`config.mk`:
```
export PLATFORM = sky130hd
export DESIGN_NAME = scl_wavegen
export DESIGN_NICKNAME = d
export VERILOG_FILES = /design/src/rtl/scl_wavegen_pkg.sv /design/src/rtl/scl_phase_len.sv /design/src/rtl/scl_phase_ctr.sv /design/src/rtl/scl_wavegen.sv
export SDC_FILE = /design/constraint.sdc
export NUM_CORES = 1
export LEC_CHECK = 0
export BUFFER_PORTS_ARGS = -buffer_cell sky130_fd_sc_hd__buf_2
export CAP_MARGIN = 0
export CORE_MARGIN = 3
export CORE_UTILIZATION = 49
export CTS_CLUSTER_DIAMETER = 80
export CTS_CLUSTER_SIZE = 14
export DETAILED_ROUTE_END_ITERATION = 6
export GPL_TIMING_DRIVEN = 0
export PLACE_DENSITY = 0.67
export SYNTH_ARGS = -nofsm -noshare
export SYNTH_HDL_FRONTEND = slang
export SYNTH_HIERARCHICAL = 1
export SYNTH_SLANG_ARGS = --single-unit
```
`constraint.sdc`:
```
create_clock -name clk_i -period 10.2 [get_ports clk_i]
set_input_delay 1.02 -clock clk_i [delete_from_list [all_inputs] [get_ports clk_i]]
set_output_delay 1.02 -clock clk_i [all_outputs]
set_load 0.01 [all_outputs]
```
`src/rtl/scl_wavegen_pkg.sv`:
```
package scl_wavegen_pkg;
  typedef enum logic {
    LVL_LOW  = 1'b0,
    LVL_HIGH = 1'b1
  } scl_lvl_e;
endpackage

```
`src/rtl/scl_phase_len.sv`:
```
module scl_phase_len #(
  parameter int DIV_W   = 8,
  parameter int MAX_EXP = 7,
  parameter int EXP_W   = 3,
  parameter int OFFSET  = 4,
  parameter int CNT_W   = 16,
  localparam int CFG_W  = 2*DIV_W + EXP_W
) (
  input  logic [CFG_W-1:0] cfg_i,
  input  logic             sel_high_i,
  output logic [CNT_W-1:0] len_o
);
  logic [DIV_W-1:0] div;
  logic [EXP_W-1:0] exp_raw, exp_eff;

  assign div     = sel_high_i ? cfg_i[2*DIV_W-1:DIV_W] : cfg_i[DIV_W-1:0];
  assign exp_raw = cfg_i[CFG_W-1 -: EXP_W];

  // clamp only when the field can encode more than MAX_EXP
  generate
    if (((1 << EXP_W) - 1) == MAX_EXP) begin : g_noclamp
      assign exp_eff = exp_raw;
    end else begin : g_clamp
      assign exp_eff = (exp_raw > EXP_W'(MAX_EXP)) ? EXP_W'(MAX_EXP) : exp_raw;
    end
  endgenerate

  assign len_o = (CNT_W'(div) << exp_eff) + CNT_W'(OFFSET);

  always_comb begin
    assert (exp_eff <= EXP_W'(MAX_EXP)) else $error("assert_exp_clamp_R4");
  end
endmodule

```
`src/rtl/scl_phase_ctr.sv`:
```
module scl_phase_ctr #(
  parameter int CNT_W = 16
) (
  input  logic             clk_i,
  input  logic             rst_ni,
  input  logic             run_i,
  input  logic [CNT_W-1:0] load_len_i,
  output logic             scl_o,
  output logic             running_o,
  output logic             at_mid_o
);
  logic             scl_q, running_q;
  logic [CNT_W-1:0] cnt_q, half_q;
  logic             reload;

  assign reload = !running_q || (cnt_q == '0);

  always_ff @(posedge clk_i or negedge rst_ni) begin
    if (!rst_ni) begin
      scl_q     <= 1'b1;
      running_q <= 1'b0;
      cnt_q     <= '0;
      half_q    <= '0;
    end else if (!run_i) begin
      scl_q     <= 1'b1;
      running_q <= 1'b0;
      cnt_q     <= '0;
      half_q    <= '0;
    end else if (reload) begin
      running_q <= 1'b1;
      scl_q     <= running_q ? ~scl_q : 1'b0;
      cnt_q     <= load_len_i - CNT_W'(1);
      half_q    <= load_len_i >> 1;
    end else begin
      cnt_q     <= cnt_q - CNT_W'(1);
    end
  end

  assign scl_o     = scl_q;
  assign running_o = running_q;
  assign at_mid_o  = running_q && (cnt_q == half_q);

  assert_hold_R2: assert property (@(posedge clk_i) disable iff (!rst_ni)
    (run_i && running_q && cnt_q != '0) |=> $stable(scl_q));

  assert_count_R3: assert property (@(posedge clk_i) disable iff (!rst_ni)
    (run_i && running_q && cnt_q != '0) |=> (cnt_q == $past(cnt_q) - CNT_W'(1)));
endmodule

```
`src/rtl/scl_wavegen.sv`:
```
module scl_wavegen
  import scl_wavegen_pkg::*;
#(
  parameter int DIV_W   = 8,
  parameter int MAX_EXP = 7,
  parameter int OFFSET  = 4,
  localparam int EXP_W  = $clog2(MAX_EXP + 1),
  localparam int CFG_W  = 2*DIV_W + EXP_W,
  localparam int CNT_W  = DIV_W + MAX_EXP + 1
) (
  input  logic             clk_i,
  input  logic             rst_ni,
  input  logic             run_i,
  input  logic [CFG_W-1:0] cfg_i,
  output logic             scl_o,
  output logic             drive_stb_o,
  output logic             sample_stb_o
);
  logic [CNT_W-1:0] next_len;
  logic             running, at_mid, sel_high;
  scl_lvl_e         lvl;

  assign lvl = scl_lvl_e'(scl_o);
  // the phase about to load is high only when leaving a running low phase
  assign sel_high = running && (lvl == LVL_LOW);

  scl_phase_len #(
    .DIV_W(DIV_W), .MAX_EXP(MAX_EXP), .EXP_W(EXP_W),
    .OFFSET(OFFSET), .CNT_W(CNT_W)
  ) i_len (
    .cfg_i(cfg_i), .sel_high_i(sel_high), .len_o(next_len)
  );

  scl_phase_ctr #(.CNT_W(CNT_W)) i_ctr (
    .clk_i(clk_i), .rst_ni(rst_ni), .run_i(run_i), .load_len_i(next_len),
    .scl_o(scl_o), .running_o(running), .at_mid_o(at_mid)
  );

  assign drive_stb_o  = at_mid && (lvl == LVL_LOW);
  assign sample_stb_o = at_mid && (lvl == LVL_HIGH);

  assert_idle_R1: assert property (@(posedge clk_i) disable iff (!rst_ni)
    !run_i |=> (scl_o && !drive_stb_o && !sample_stb_o));

  assert_start_low_R5: assert property (@(posedge clk_i) disable iff (!rst_ni)
    (run_i && !running) |=> !scl_o);

  assert_drive_once_R7: assert property (@(posedge clk_i) disable iff (!rst_ni)
    drive_stb_o |=> !drive_stb_o);

  assert_sample_once_R8: assert property (@(posedge clk_i) disable iff (!rst_ni)
    sample_stb_o |=> !sample_stb_o);
endmodule

```
==> impl_metrics.py <==
metrics = {
    "outcome": {
        "status": "finished clean",
    },
    "worst_setup_path": {
        "worst_ep_arrival_time_ns": 4.13,
        "worst_ep_required_time_ns": 10.38,
        "endpoint_kind": "flop",
        "critPathKind": "flop to flop",
        "path_max_fanout": 10,
        "worstSetupStartpointType": "flop",
    },
    "floorplanning": {
        "core_area_mm2": 0.005675,
        "rows": 27,
        "io_pins": 25,
        "design.die.area_mm2": 0.006986,
        "dieWidth_um": 83.58,
        "start_util_pct": 51.96,
        "die-height_um": 83.58,
    },
    "grt": {
        "grt_pass1_wl_um": 12910,
        "antenna_found_initial": 0,
        "track_usage_pct": 22.81,
        "grt_pass1_vias": 2584,
        "grt_max_degree": 34,
        "grt_overflow": 0,
    },
    "clock_tree": {
        "cts_tree": "yes",
        "clkSlewWorstSetupHoldPaths_ns": 0.07,
        "postCtsSetupRepairBufs": 0,
        "h-tree-depth": 2,
        "cts_sinks": 33,
        "cts_buffers": 5,
        "cts_resized": 0,
        "clk_latency_ns": 0.28,
        "cts_buffer_depth": 2,
        "hold_buffers": 0,
        "cts-root-buf": "clkbuf_8",
    },
    "route": {
        "drt-total-wl_um": 7461,
        "wl_per_cell_um": 17.89,
        "via_per_inst": 6.074,
        "drc_errors": 0,
        "vias": 2533,
        "drt_iter0_drc": 229,
        "postRouteAntennaNets": 0,
        "drtPass1Iterations": 4,
    },
    "logic_synthesis": {
        "syn_inst": 314,
        "yosysTopAreaCell": "dfrtp_1",
        "synth_area_leaders": "dfrtp_1 (27%), xnor2_1 (6.8%), nand2_1 (5.3%)",
        "syn-cell-area_mm2": 0.002949,
        "ys_seq_area_share_pct": 28.04,
        "yosysUniqueCellTypes": 68,
        "synth_edf_count": 0,
        "synth_fp_nets": 338,
        "synthFlopType": "dfrtp_1",
        "ys_seq_elements": 33,
        "avgSynthCellArea_um2": 9.392,
        "yosysWarnings": 6,
        "synth_top_area_share_pct": 27.15,
        "ys_async_sr_fraction_pct": 100.0,
    },
    "final_layout": {
        "area_delta_synth_final_pct": 10.90,
        "final_cell_mix": "nand2_1 (42), dfrtp_1 (32), buf_2 (26), xnor2_1 (23), nor2_1 (19)",
        "fin_util_pct": 57.63,
        "diodes": 0,
        "final_common_cell": "nand2_1",
        "n_fill_cell": 526,
        "drive_above_1_share_pct": 20.29,
        "final_cell_area_mm2": 0.003271,
        "fin_nets": 368,
    },
    "timing": {
        "rsz0062_at_grt": "no",
        "maxSlewViolCount": 0,
        "setup-tns-final_ns": 0,
        "setup_viol": 0,
        "hold_viol": 0,
        "finalCriticalPeriod_ns": 3.955,
        "period_share_pct": 38.78,
        "worstMarginPinSlew_ns": 0.7624,
        "achievable-frequency_ghz": 0.2528,
        "max_slew_margin_pct": 49.18,
        "fin_skew_ns": 0.006889,
    },
    "power": {
        "clkPwrFrac_pct": 27.3,
        "ir_worst_vdd_mv": 0.08055,
        "total_power_mw": 0.4656,
        "switchingPower_mw": 0.1661,
        "power_frac_comb_pct": 37.1,
        "power_frac_seq_pct": 35.7,
        "p_int_mw": 0.2995,
        "power_density_mw_per_mm2": 142.4,
        "power_leakage_nw": 1.299,
        "power.share.switching_pct": 35.68,
    },
    "hold_path": {
        "hold_path_class": "flop to flop",
    },
    "placement": {
        "io_buffers": 23,
        "placed_cell_area_mm2": 0.003154,
        "hpwl_um": 5837,
        "gp_congestion": 0.9459,
    },
    "run": {
        "cap_violations": 0,
    },
}
[registers in the layout (all words and copies together), names as in the netlist]
signal	cells
i_ctr/running_o	1
i_ctr/half_q	15
i_ctr/scl_o	1
i_ctr/cnt_q	16
[power groups by stage]
stage / registers, mW / logic (mW) / clock network (mW)
after floorplan: 0.163 / 0.132 / 0
after global placement: 0.168 / 0.169 / 0
after detailed placement: 0.169 / 0.170 / 0
after CTS: 0.166 / 0.171 / 0.131
after global routing: 0.168 / 0.191 / 0.138
final: 0.166 / 0.173 / 0.127
[cell type report]
class                           instances  area, um^2  area share [%]
Buffer                                 20       131.4           4.017
Clock buffer                            7       86.33           2.640
Clock inverter                          1       30.03          0.9181
Inverter                                5       32.53          0.9946
Multi-Input combinational cell        256        1958           59.87
Sequential cell                        33       827.0           25.29
Tap cell                               72       90.09           2.754
Timing Repair Buffer                   23       115.1           3.519
[per-layer routing]
layer | share of wire (%) | vias up | wire [um] | GRT usage, %
li1 | - | 1218 | - | -
met1 | 46 | 1209 | 3430 | 32.57
met2 | 45 | 92 | 3387 | 34.42
met3 | 6.7 | 14 | 501 | 5.331
met4 | 1.9 | 0 | 142 | 6.579
met5 | 0 | - | 0 | 0
[synth_stat cells, drive strengths merged (3+ instances only)]
library cell	number
and2	11
nor4	12
nand3	4
o311ai	3
nor2b	3
or4	3
a22oi	8
a21oi	8
xnor2	23
mux2i	13
mux4	8
inv	4
a21boi	17
mux2	3
nor3	10
and3	3
buf	8
nor2	19
xor2	11
clkbuf	12
dfrtp	32
o22ai	4
nand4	5
a31oi	5
or3	4
nand2	43
o21ai	9
[final timing paths]
path	from	endpoint	slack, ns	depth (start not counted)
worst max-delay path	i_ctr/running_o	i_ctr/cnt_q[13]	6.24	15
worst min-delay path	i_ctr/half_q[7]	i_ctr/half_q[7]	0.55	2
worst max register to register	i_ctr/running_o	i_ctr/cnt_q[13]	6.24	15
worst min register to register	i_ctr/half_q[7]	i_ctr/half_q[7]	0.55	2
max in group asynchronous	rst_ni	i_ctr/half_q[1]	8.94	1
min in group asynchronous	rst_ni	i_ctr/cnt_q[13]	0.80	1
[logic make-up after synthesis]
| group | after synthesis | share of synthesized area (%) |
|---|---|---|
| flops | 33 | 28.04 |
| simple gates | 125 | 23.67 |
| fa+ha+maj | 2 | 0.8484 |
| other cells | 1 | 0.1272 |
| xor+xnor | 34 | 10.10 |
| compound gates | 70 | 17.78 |
| buf+inv | 25 | 5.558 |
| mux | 24 | 13.87 |
[critical path, stage by stage (launching register included)]
cell and delay (ns):
dfrtp_1 0.40, nor2b_1 0.19, buf_6 0.16, buf_12 0.14, mux4_2 0.56, mux2i_4 0.23
nor2_1 0.07, ha_1 0.28, a211oi_1 0.23, a31oi_1 0.12, or3_1 0.43, nor2_1 0.14
o22ai_2 0.20, nor4_1 0.43, xnor2_1 0.11, and2_1 0.16
[through the flow]
step	hold slack [ns]	cells	setup WS, ns
detailed placement	0.5422	409	6.000
CTS	0.5519	417	6.267
global placement	0.5377	409	6.074
global route	0.5811	417	6.033
floorplan	0.5216	314	6.516
finish	0.5488	417	6.245
(Power assumes the default switching activity.)
